<file path="config.mk">
export PLATFORM = sky130hd
export DESIGN_NAME = audio_status_regs
export DESIGN_NICKNAME = d
export VERILOG_FILES = /design/src/rtl/audio_regs_pkg.sv /design/src/rtl/audio_settle_timer.sv /design/src/rtl/audio_ctrl_decode.sv /design/src/rtl/audio_reg_datapath.sv /design/src/rtl/audio_status_regs.sv
export SDC_FILE = /design/constraint.sdc
export NUM_CORES = 1
export LEC_CHECK = 0
export ABC_AREA = 0
export CORE_ASPECT_RATIO = 2
export CORE_MARGIN = 1
export CORE_UTILIZATION = 45
export DETAILED_ROUTE_END_ITERATION = 8
export RECOVER_POWER = 100
export SLEW_MARGIN = 20
export SYNTH_ARGS = -nofsm -noshare
export SYNTH_HDL_FRONTEND = slang
export SYNTH_SLANG_ARGS = --single-unit
</file>
<file path="constraint.sdc">
create_clock -name clk -period 1.7 [get_ports clk]
set_input_delay 0.34 -clock clk [delete_from_list [all_inputs] [get_ports clk]]
set_output_delay 0.34 -clock clk [all_outputs]
set_load 0.01 [all_outputs]
</file>
<file path="src/rtl/audio_regs_pkg.sv">
package audio_regs_pkg;
  localparam int DATA_W    = 16;
  localparam int ADDR_W    = 5;
  localparam int NUM_COEF  = 20;
  localparam int COEF_BASE = 7;

  localparam logic [ADDR_W-1:0] OFF_CTL1  = 5'h00;
  localparam logic [ADDR_W-1:0] OFF_FIXA  = 5'h01;
  localparam logic [ADDR_W-1:0] OFF_VOL   = 5'h02;
  localparam logic [ADDR_W-1:0] OFF_FIXB  = 5'h03;
  localparam logic [ADDR_W-1:0] OFF_CTL2  = 5'h04;
  localparam logic [ADDR_W-1:0] OFF_PWR   = 5'h05;
  localparam logic [ADDR_W-1:0] OFF_CTL3  = 5'h06;
  localparam logic [ADDR_W-1:0] OFF_PLL1  = 5'h1B;
  localparam logic [ADDR_W-1:0] OFF_PLL2  = 5'h1C;
  localparam logic [ADDR_W-1:0] OFF_CTL4  = 5'h1D;

  localparam logic [DATA_W-1:0] MASK_CTL1 = 16'h0F3F;
  localparam logic [DATA_W-1:0] MASK_CTL2 = 16'hF7F2;
  localparam logic [DATA_W-1:0] MASK_PWR  = 16'h9543;
  localparam logic [DATA_W-1:0] MASK_PLL  = 16'hFFFC;
  localparam logic [DATA_W-1:0] PWR_ONES  = 16'h2AA0;
  localparam logic [DATA_W-1:0] FIXA_VAL  = 16'hFF00;
  localparam logic [DATA_W-1:0] FIXB_VAL  = 16'h8B00;
  localparam logic [DATA_W-1:0] UNMAPPED  = 16'hFFFF;

  localparam logic [DATA_W-1:0] RST_CTL2  = 16'h4410;
  localparam logic [DATA_W-1:0] RST_PLL1  = 16'h1004;
  localparam logic [DATA_W-1:0] RST_VOL   = 16'hFFFF;
  localparam logic [DATA_W-1:0] RST_PWR   = 16'h8540;

  localparam int PWR_DOWN_BIT = 10;
  localparam int PWR_DONE_BIT = 6;

  typedef struct packed {
    logic wrCtl1;
    logic wrVol;
    logic wrCtl2;
    logic wrPwr;
    logic wrCtl3;
    logic wrCoef;
    logic wrPll1;
    logic wrPll2;
    logic wrCtl4;
    logic rdCtl3;
    logic volSettled;
    logic pwrSettled;
    logic volDone;
    logic pwrDone;
  } ctlStrobes_t;
endpackage

</file>
<file path="src/rtl/audio_settle_timer.sv">
module audio_settle_timer #(
  parameter int SETTLE_CYCLES = 50
) (
  input  logic clk,
  input  logic rstN,
  input  logic start,
  output logic settled,
  output logic doneEvt
);
  localparam int CNT_W = $clog2(SETTLE_CYCLES + 1);
  localparam logic [CNT_W-1:0] FULL = CNT_W'(SETTLE_CYCLES);
  localparam logic [CNT_W-1:0] LAST = CNT_W'(SETTLE_CYCLES - 1);

  logic [CNT_W-1:0] elapsed;

  always_ff @(posedge clk or negedge rstN) begin
    if (!rstN) elapsed <= FULL;
    else if (start) elapsed <= CNT_W'(1);
    else if (elapsed != FULL) elapsed <= elapsed + CNT_W'(1);
  end

  assign settled = (elapsed == FULL);
  assign doneEvt = !start && (elapsed == LAST);

  // a restart always leaves the timer unsettled for at least a cycle
  assert_restart_unsettled_R1: assert property (@(posedge clk) disable iff (!rstN)
    start |=> !settled);
  // once settled, the timer stays settled until restarted
  assert_settled_holds_R4: assert property (@(posedge clk) disable iff (!rstN)
    (settled && !start) |=> settled);
endmodule

</file>
<file path="src/rtl/audio_ctrl_decode.sv">
module audio_ctrl_decode
  import audio_regs_pkg::*;
#(
  parameter int SETTLE_CYCLES = 50
) (
  input  logic              clk,
  input  logic              rstN,
  input  logic [ADDR_W-1:0] regAddr,
  input  logic              wrEn,
  input  logic [DATA_W-1:0] wrData,
  input  logic              rdStrobe,
  input  logic              pwrDownBit,
  output ctlStrobes_t       strb
);
  localparam int NUM_TIMERS = 2;

  logic [NUM_TIMERS-1:0] tStart, tSettled, tDone;

  always_comb begin
    strb = '0;
    if (wrEn) begin
      unique case (regAddr)
        OFF_CTL1: strb.wrCtl1 = 1'b1;
        OFF_VOL:  strb.wrVol  = 1'b1;
        OFF_CTL2: strb.wrCtl2 = 1'b1;
        OFF_PWR:  strb.wrPwr  = 1'b1;
        OFF_CTL3: strb.wrCtl3 = 1'b1;
        OFF_PLL1: strb.wrPll1 = 1'b1;
        OFF_PLL2: strb.wrPll2 = 1'b1;
        OFF_CTL4: strb.wrCtl4 = 1'b1;
        default:  strb.wrCoef = (int'(regAddr) >= COEF_BASE) &&
                                (int'(regAddr) < COEF_BASE + NUM_COEF);
      endcase
    end
    strb.rdCtl3     = rdStrobe && (regAddr == OFF_CTL3);
    strb.volSettled = tSettled[0];
    strb.pwrSettled = tSettled[1];
    strb.volDone    = tDone[0];
    strb.pwrDone    = tDone[1];
  end

  assign tStart[0] = wrEn && (regAddr == OFF_VOL);
  assign tStart[1] = wrEn && (regAddr == OFF_PWR) && wrData[PWR_DOWN_BIT] && !pwrDownBit;

  for (genvar t = 0; t < NUM_TIMERS; t++) begin : g_timer
    audio_settle_timer #(.SETTLE_CYCLES(SETTLE_CYCLES)) u_timer (
      .clk(clk), .rstN(rstN), .start(tStart[t]),
      .settled(tSettled[t]), .doneEvt(tDone[t])
    );
  end

  // a volume write leaves the volume status unsettled in the next cycle
  assert_vol_restart_R1: assert property (@(posedge clk) disable iff (!rstN)
    strb.wrVol |=> !strb.volSettled);
  // a rewrite with bit 10 already set does not disturb a settled timer
  assert_pwr_no_restart_R4: assert property (@(posedge clk) disable iff (!rstN)
    (strb.wrPwr && pwrDownBit && strb.pwrSettled) |=> strb.pwrSettled);
endmodule

</file>
<file path="src/rtl/audio_reg_datapath.sv">
module audio_reg_datapath
  import audio_regs_pkg::*;
(
  input  logic              clk,
  input  logic              rstN,
  input  logic [ADDR_W-1:0] regAddr,
  input  logic [DATA_W-1:0] wrData,
  input  logic              rdStrobe,
  input  ctlStrobes_t       strb,
  output logic              pwrDownBit,
  output logic [DATA_W-1:0] rdData
);
  logic [DATA_W-1:0] ctl1Reg, ctl2Reg, volReg, pwrReg, pll1Reg, pll2Reg;
  logic [4:0]        ctl3High;
  logic [1:0]        ctl3Flags;
  logic              softEn;
  logic [DATA_W-1:0] coefReg [NUM_COEF];
  logic [DATA_W-1:0] rdNext;
  logic              rampBusy;

  always_ff @(posedge clk or negedge rstN) begin
    if (!rstN) begin
      ctl1Reg <= '0;
      ctl2Reg <= RST_CTL2;
      volReg  <= RST_VOL;
      pwrReg  <= RST_PWR;
      pll1Reg <= RST_PLL1;
      pll2Reg <= '0;
      softEn  <= 1'b1;
    end else begin
      if (strb.wrCtl1) ctl1Reg <= wrData & MASK_CTL1;
      if (strb.wrCtl2) ctl2Reg <= wrData & MASK_CTL2;
      if (strb.wrVol)  volReg  <= wrData;
      if (strb.wrPwr)  pwrReg  <= wrData & MASK_PWR;
      if (strb.wrPll1) pll1Reg <= wrData & MASK_PLL;
      if (strb.wrPll2) pll2Reg <= wrData & MASK_PLL;
      if (strb.wrCtl4) softEn  <= !wrData[14];
    end
  end

  always_ff @(posedge clk or negedge rstN) begin
    if (!rstN) begin
      ctl3High  <= '0;
      ctl3Flags <= '0;
    end else begin
      if (strb.wrCtl3) ctl3High <= wrData[15:11];
      ctl3Flags <= {(strb.rdCtl3 ? 1'b0 : ctl3Flags[1]) | strb.volDone,
                    (strb.rdCtl3 ? 1'b0 : ctl3Flags[0]) |
                      (strb.pwrDone && pwrReg[PWR_DOWN_BIT])};
    end
  end

  for (genvar i = 0; i < NUM_COEF; i++) begin : g_coef
    always_ff @(posedge clk or negedge rstN) begin
      if (!rstN) coefReg[i] <= '0;
      else if (strb.wrCoef && (int'(regAddr) == COEF_BASE + i)) coefReg[i] <= wrData;
    end
  end

  assign pwrDownBit = pwrReg[PWR_DOWN_BIT];
  assign rampBusy   = softEn && !pwrReg[PWR_DOWN_BIT] && !strb.volSettled;

  always_comb begin
    rdNext = UNMAPPED;
    unique case (regAddr)
      OFF_CTL1: rdNext = ctl1Reg;
      OFF_FIXA: rdNext = FIXA_VAL;
      OFF_VOL:  rdNext = volReg;
      OFF_FIXB: rdNext = FIXB_VAL;
      OFF_CTL2: rdNext = ctl2Reg | {12'b0, !rampBusy, !rampBusy, 2'b00};
      OFF_PWR: begin
        rdNext = PWR_ONES | pwrReg;
        rdNext[PWR_DONE_BIT] = pwrReg[PWR_DONE_BIT] |
                               (pwrReg[PWR_DOWN_BIT] && strb.pwrSettled);
      end
      OFF_CTL3: rdNext = {ctl3High, 3'b000, ctl3Flags, 5'b00000, 1'b1};
      OFF_PLL1: rdNext = pll1Reg;
      OFF_PLL2: rdNext = pll2Reg;
      OFF_CTL4: rdNext = {1'b0, !softEn, 14'b0};
      default: begin
        for (int i = 0; i < NUM_COEF; i++)
          if (int'(regAddr) == COEF_BASE + i) rdNext = coefReg[i];
      end
    endcase
  end

  always_ff @(posedge clk or negedge rstN) begin
    if (!rstN) rdData <= '0;
    else if (rdStrobe) rdData <= rdNext;
  end

  // control 3 reads always show bit 0 set
  assert_ctl3_bit0_R5: assert property (@(posedge clk) disable iff (!rstN)
    strb.rdCtl3 |=> rdData[0]);
  // a read with no new event leaves both flags clear
  assert_ctl3_clear_R5: assert property (@(posedge clk) disable iff (!rstN)
    (strb.rdCtl3 && !strb.volDone && !strb.pwrDone) |=> (ctl3Flags == 2'b00));
  // power reads always carry the fixed ones
  assert_pwr_ones_R3: assert property (@(posedge clk) disable iff (!rstN)
    (rdStrobe && regAddr == OFF_PWR) |=> ((rdData & PWR_ONES) == PWR_ONES));
  // read data holds without a strobe
  assert_rd_hold_R12: assert property (@(posedge clk) disable iff (!rstN)
    !rdStrobe |=> $stable(rdData));
endmodule

</file>
<file path="src/rtl/audio_status_regs.sv">
module audio_status_regs
  import audio_regs_pkg::*;
#(
  parameter int SETTLE_CYCLES = 50
) (
  input  logic                clk,
  input  logic                rstN,
  input  logic [ADDR_W-1:0]   regAddr,
  input  logic                wrEn,
  input  logic [DATA_W-1:0]   wrData,
  input  logic                rdStrobe,
  output logic [DATA_W-1:0]   rdData
);
  ctlStrobes_t strb;
  logic        pwrDownBit;

  audio_ctrl_decode #(.SETTLE_CYCLES(SETTLE_CYCLES)) u_ctrl (
    .clk(clk), .rstN(rstN), .regAddr(regAddr), .wrEn(wrEn), .wrData(wrData),
    .rdStrobe(rdStrobe), .pwrDownBit(pwrDownBit), .strb(strb)
  );

  audio_reg_datapath u_dp (
    .clk(clk), .rstN(rstN), .regAddr(regAddr), .wrData(wrData),
    .rdStrobe(rdStrobe), .strb(strb), .pwrDownBit(pwrDownBit), .rdData(rdData)
  );
endmodule

</file>
* Yosys cells after proc, flatten, opt, wreduce, memory -nomap -nowiden
Index checks and enable logic that the tools add are counted.
** Cells by class
- $add $sub $neg :: 2
- Magnitude comparators :: 2
- Eq/ne operators :: 35
- Multiplexer cells :: 37
- Bitwise gates (word level) :: 4
- Reductions and logical operators :: 43
** Operators with widths (number)
- 16-bit two-way mux :: 20
- 16-bit case mux with 10 select lines :: 1
- 5-bit equality test, second input constant :: 19
- 1-bit logical AND :: 32
- 6-bit equality test, second input constant :: 4
- 6-bit two-way mux :: 4
- 5-bit by 4-bit equality test with 1-bit output, second input constant :: 4
- 16-bit by 4-bit OR with 16-bit output :: 1
- 5-bit by 3-bit equality test with 1-bit output, second input constant :: 3
- 6-bit by 1-bit adder with 6-bit output, second input constant :: 2
- 6-bit != test, second input constant :: 2
- 1-bit two-way mux :: 11
- 5-bit by 2-bit equality test with 1-bit output, second input constant :: 2
- 9-bit two-way mux :: 1
- 8-bit OR reduction :: 1
- 1-bit zero test :: 7
- 5-bit by 1-bit equality test with 1-bit output, second input constant :: 1
- 5-bit by 3-bit >= comparator with 1-bit output, second input constant :: 1
- 5-bit zero test :: 1
- 5-bit less-than comparator, second input constant :: 1
- 2-bit nonzero test :: 2
- 1-bit OR :: 3
** Storage, ports and cells
- Bits in registers :: 429
- Input bits :: 25
- Word-level logic and storage cells :: 155

* Depth between registers and ports, before layout
- Depth in word-level cells :: 22
- Mapped depth :: 10
- Depth with buffers taken out :: 7

* Cells and area by module
From an unflattened synthesis, not the netlist that was laid out.
** Second synthesis, totals
- Cell total of the unflattened synthesis :: 1616
- Area total of the unflattened synthesis :: 19964.1 µm²
** By module, submodules not included
- audio_reg_datapath :: times used 1, cells each 1530, area each 19110.8 µm², seq. area each 10467.5 µm²
- audio_settle_timer :: times used 2, cells each 32, area each 350.3 µm², seq. area each 153.9 µm²
- audio_ctrl_decode :: times used 1, cells each 22, area each 152.6 µm², seq. area each 0.0 µm²

* Least setup slack after synthesis
OpenSTA, ideal clock, no wires.
- Kind :: in2reg
- Start :: input port regAddr[1]
- End :: register u_dp.coefReg[166] (netlist name)
- Setup time :: 125 ps
- Arrival time :: 1969 ps
- Data required time :: 1575 ps
- Path slack :: -394 ps
- Stages :: 8
- Buffers on the path :: 4
- Path through :: buf_4 -> buf_6 -> nor3_1 -> nand2_1 -> buf_2 -> nor2_2 -> buf_4 -> mux2_2
** On the way
- Cells in the longest elaborated chain, start to end :: 5
- Elaborated cells between the ends (all ways) :: 16
** RTL lines
- from (decl) :: line audio_status_regs.sv:8 : input logic [ADDR_W-1:0] regAddr,
- 5-bit by 3-bit >= comparator with 1-bit output (tied with other cells) :: line audio_ctrl_decode.sv:31 : default: strb.wrCoef = (int'(regAddr) >= COEF_BASE) &&
- 1-bit logical AND / 8-bit OR reduction (equally long branches)
- 1-bit two-way mux :: line audio_ctrl_decode.sv:22 : unique case (regAddr)
- 9-bit two-way mux :: line audio_ctrl_decode.sv:21 : if (wrEn) begin
- 1-bit logical AND * :: line audio_reg_datapath.sv:56 : else if (strb.wrCoef && (int'(regAddr) == COEF_BASE + i)) coefReg[i] <= wrData;
- to (decl) :: line audio_reg_datapath.sv:17 : logic [DATA_W-1:0] coefReg [NUM_COEF];
Mark *: on every way between the ends. The rest lies on a longest branch, timed or not.
A chain may end at the register's enable or synchronous reset.

* Worst setup path in the final report
- Start :: input port regAddr[0]
- End :: register u_dp.rdData[15]
** On the way
- Cells in the longest elaborated chain, start to end :: 22
- Elaborated cells between the ends (all ways) :: 51
** RTL lines
- 5-bit by 4-bit equality test with 1-bit output :: line audio_reg_datapath.sv:82 : if (int'(regAddr) == COEF_BASE + i) rdNext = coefReg[i];
- 16-bit two-way mux (20 in a row) :: line audio_reg_datapath.sv:82
- 16-bit case mux with 10 select lines * :: line audio_reg_datapath.sv:65 : unique case (regAddr)
- to (signal assigned) :: line audio_reg_datapath.sv:89 : else if (rdStrobe) rdData <= rdNext;
- to (decl) :: line audio_reg_datapath.sv:11 : output logic [DATA_W-1:0] rdData
Marks and branches as above.

==> results_dict.tcl <==
set metrics [dict create \
    ant_nets 0 \
    synthArstFlopShare_pct 100 \
    post-route-period-util_pct 107 \
    switchingPower_mw 8.23 \
    ys_types 81 \
    hold_violations 0 \
    arrival_ps 2290 \
    status "finished with violations" \
    finalNonFillerCells 2707 \
    ir_drop_v 0.00124 \
    internal_power_mw 20.8 \
    setup-tns-final_ps -2000 \
    leakage_nw 13.0 \
    wl_mm 81.4 \
    ys_ff_latch 429 \
    rows 109 \
    vias 16700 \
    die_area_sq_um 46000 \
    pwr-share-clk_pct 34.1 \
    drv_slew 0 \
    wl_per_cell_um 30.1 \
    dp_slack_ps -1340 \
    switching_share_pct 28.3 \
    synth.cell_area_sq_um 20300 \
    drt_pass1_iterations 7 \
    worstPathCellList "buf_12 -> buf_12 -> buf_8 -> nand2b_4 -> buf_4 -> buf_4 -> nor2_2 -> a222oi_1 -> and3_4 -> and2_0 -> a221oi_2" \
    crit_required_ps 2170 \
    cts_made_buffers 41 \
    cap_viol_max_count 0 \
    clockBufferDepth 3 \
    syn2layout_area_growth_pct 40.7 \
    clk_latency_ps 570 \
    p_comb_share_pct 19.0 \
    syn_area_per_cell_sq_um 12.0 \
    worst_pin_slew_ps 850 \
    skew_ps 17.3 \
    seq_power_share_pct 47.0 \
    utilization_pct 64.4 \
    fp.dieW_um 152 \
    initial_core_util_pct 45.8 \
    powerDensity_nw_per_um2 1020 \
    grt_setup_unrepaired "true" \
    grt.total_usage_pct 35.7 \
    nets 2150 \
    worst-path-max-fanout 9 \
    finalWorstSetupSlack_ps -125 \
    dpl_cell_area_sq_um 25100 \
    drtIter0Drc 1212 \
    coreArea_sq_um 44300 \
    ys.flop_type "dfrtp_1" \
    cts_tree "built" \
    fmax_ghz 0.548 \
    slowest_stage "nor2_2" \
    ctsRootBufferMaster "clkbuf_16" \
    fin_crit_ps 1820 \
    die_h_um 302 \
    start_kind "primary input" \
    viasPerCell 6.18 \
    grt_pass1_wl_mm 119 \
    overflow 0 \
    place_inst 2550 \
    yosysWarnings 0 \
    violations "design-rule violations, negative setup slack" \
    slew_headroom_pct 43.3 \
    cts.sinks 429 \
    drive_above_1_share_pct 53.2 \
    cpPeakStageDelay_ps 440 \
    cts.clk_slew.worst_paths_ps 70 \
    antenna_found_initial 2 \
    dp_hpwl_mm 58.1 \
    syn_nets 1725 \
    end_kind "flip-flop" \
    fin_area_sq_um 28500 \
    cts_htree_levels 2 \
    worst-setup-path-type "primary input to flip-flop" \
    hold_path_class "primary input to async pin" \
    gp_congestion 0.977 \
    synthCells 1694 \
    seq_area_frac_synth_pct 53.1 \
    synth-edff-count 0 \
    io_buffers 40 \
    ios 41 \
    grt_pass1_vias 18000 \
    grt_max_degree 64 \
    drc 1 \
    setup_viol 52 \
]
[flip-flops by register name (all words and copies together), names as in the netlist]
name,flops
u_dp.ctl1Reg,10
u_dp.ctl2Reg,12
u_dp.pwrReg,7
u_dp.softEn,1
u_ctrl.g_timer.u_timer.elapsed,12
u_dp.coefReg,320
u_dp.pll1Reg,14
u_dp.pll2Reg,14
u_dp.ctl3High,5
u_dp.rdData,16
u_dp.ctl3Flags,2
u_dp.volReg,16
[worst max-delay path: cells and delay by family]
family                 cells  cell delay [ps]
AOI/OAI and AO/OA          2              380
buffers and inverters      5              660
and+or+nand+nor            4              890
[layout by cell type, fill, tap and decap left out, drive strengths merged, types with 6 or more instances in the layout]
cell,count
o211ai,11
clkinv,7
a22oi,26
nand3,33
o32ai,6
o31ai,6
clkdlybuf4s50,17
buf,445
a31oi,13
clkinvlp,6
and2,8
a21oi,64
a211oi,9
dfstp,32
dlygate4sd2,15
mux2,386
inv,10
a2111oi,6
nor3,28
o22a,7
nor2b,13
or3,8
mux2i,15
o21ai,72
nor2,100
a221oi,10
clkbuf,82
nand2,135
nand2b,11
o22ai,54
ha,6
dfrtp,397
nor4,9
o221ai,12
[layer usage]
metal / vias up / track usage (%) / part of all wire (%)
met2: 740 / 64.4 / 52
met1: 8604 / 37.7 / 34
met5: - / 0 / 0.016
met3: 344 / 4.30 / 4.7
met4: 2 / 28.4 / 8.6
li1: 7035 / - / -
[cell families after synthesis]
logic type	Yosys count	synth area share [%]
and+or+nand+nor	382	9.63
buffers and inverters	133	3.54
AOI/OAI and AO/OA	335	10.9
adders and majority gates	6	0.370
muxes	401	22.2
xor gates and xnor gates	8	0.345
DFF	429	53.1
[cell usage after synthesis, types with 8 or more instances]
library cell | instances | share of area [%]
a21oi_1 | 64 | 1.6
dfrtp_1 | 397 | 49
nand2b_1 | 11 | 0.34
dfstp_2 | 32 | 4.1
nand3_1 | 32 | 0.79
nor2_2 | 10 | 0.31
buf_2 | 37 | 0.91
a22oi_1 | 26 | 0.96
mux2_1 | 15 | 0.83
nor4_1 | 8 | 0.25
a211oi_1 | 9 | 0.33
o22ai_1 | 54 | 1.7
nor2_1 | 78 | 1.4
a31oi_1 | 13 | 0.40
nor2_4 | 12 | 0.67
nor3_1 | 26 | 0.64
o211ai_1 | 11 | 0.41
nor2b_1 | 11 | 0.34
a221oi_1 | 9 | 0.39
buf_4 | 31 | 1.1
mux2i_1 | 15 | 0.74
mux2_2 | 371 | 21
clkbuf_1 | 49 | 0.91
o221ai_1 | 12 | 0.52
inv_1 | 8 | 0.15
nand2_1 | 132 | 2.4
o21ai_0 | 68 | 1.7
[final cells by class]
class                   instances  area [sq um]
repair buffers                506          5360
diodes                          1          2.50
fillers                      3367         15800
clock buffers                  57          1200
flip-flops and latches        429         10800
well taps                     555           694
inverters                       9          37.5
multi-input cells            1132         10200
clock inverters                18           229
[power by group through the flow]
stage / logic [mW] / clock network [mW] / registers [mW]
global route: 5.87 / 10.3 / 13.8
CTS: 5.27 / 10.0 / 13.5
global placement: 4.78 / 0 / 13.6
finish: 5.51 / 9.91 / 13.7
floorplan: 2.90 / 0 / 13.2
detailed placement: 4.95 / 0 / 13.7
[repair_timing]
item,in CTS,in global routing
endpoints found under the hold margin,123,0
gates resized for setup,207,137
endpoints found under the setup margin,422,231
pin swaps,59,68
hold buffers,1,0
gates cloned,6,2
setup buffers,46,35
[per-stage QoR]
step | total power [mW] | hold slack, ps
4_1_cts | 28.8 | 213
5_1_grt | 30.0 | 430
3_3_place_gp | 18.4 | 216
2_1_floorplan | 16.1 | 44.4
3_5_place_dp | 18.6 | 218
6_report | 29.1 | 417
[final timing paths]
| path | end | depth (start not counted) | slack [ps] | startpoint |
|---|---|---|---|---|
| worst max register to register | u_dp.rdData[6] | 8 | 10 | u_dp.ctl3Flags[0] |
| worst min register to register | u_dp.volReg[6] | 2 | 460 | u_dp.volReg[6] |
| worst min-delay path | u_dp.coefReg[6] | 2 | 420 | rstN |
| min in group clk | u_dp.volReg[6] | 2 | 460 | u_dp.volReg[6] |
| worst max-delay path | u_dp.rdData[15] | 11 | -120 | regAddr[0] |
| max in group asynchronous | u_dp.coefReg[36] | 4 | 120 | rstN |
Note: power is estimated with default switching activity, not from simulation.
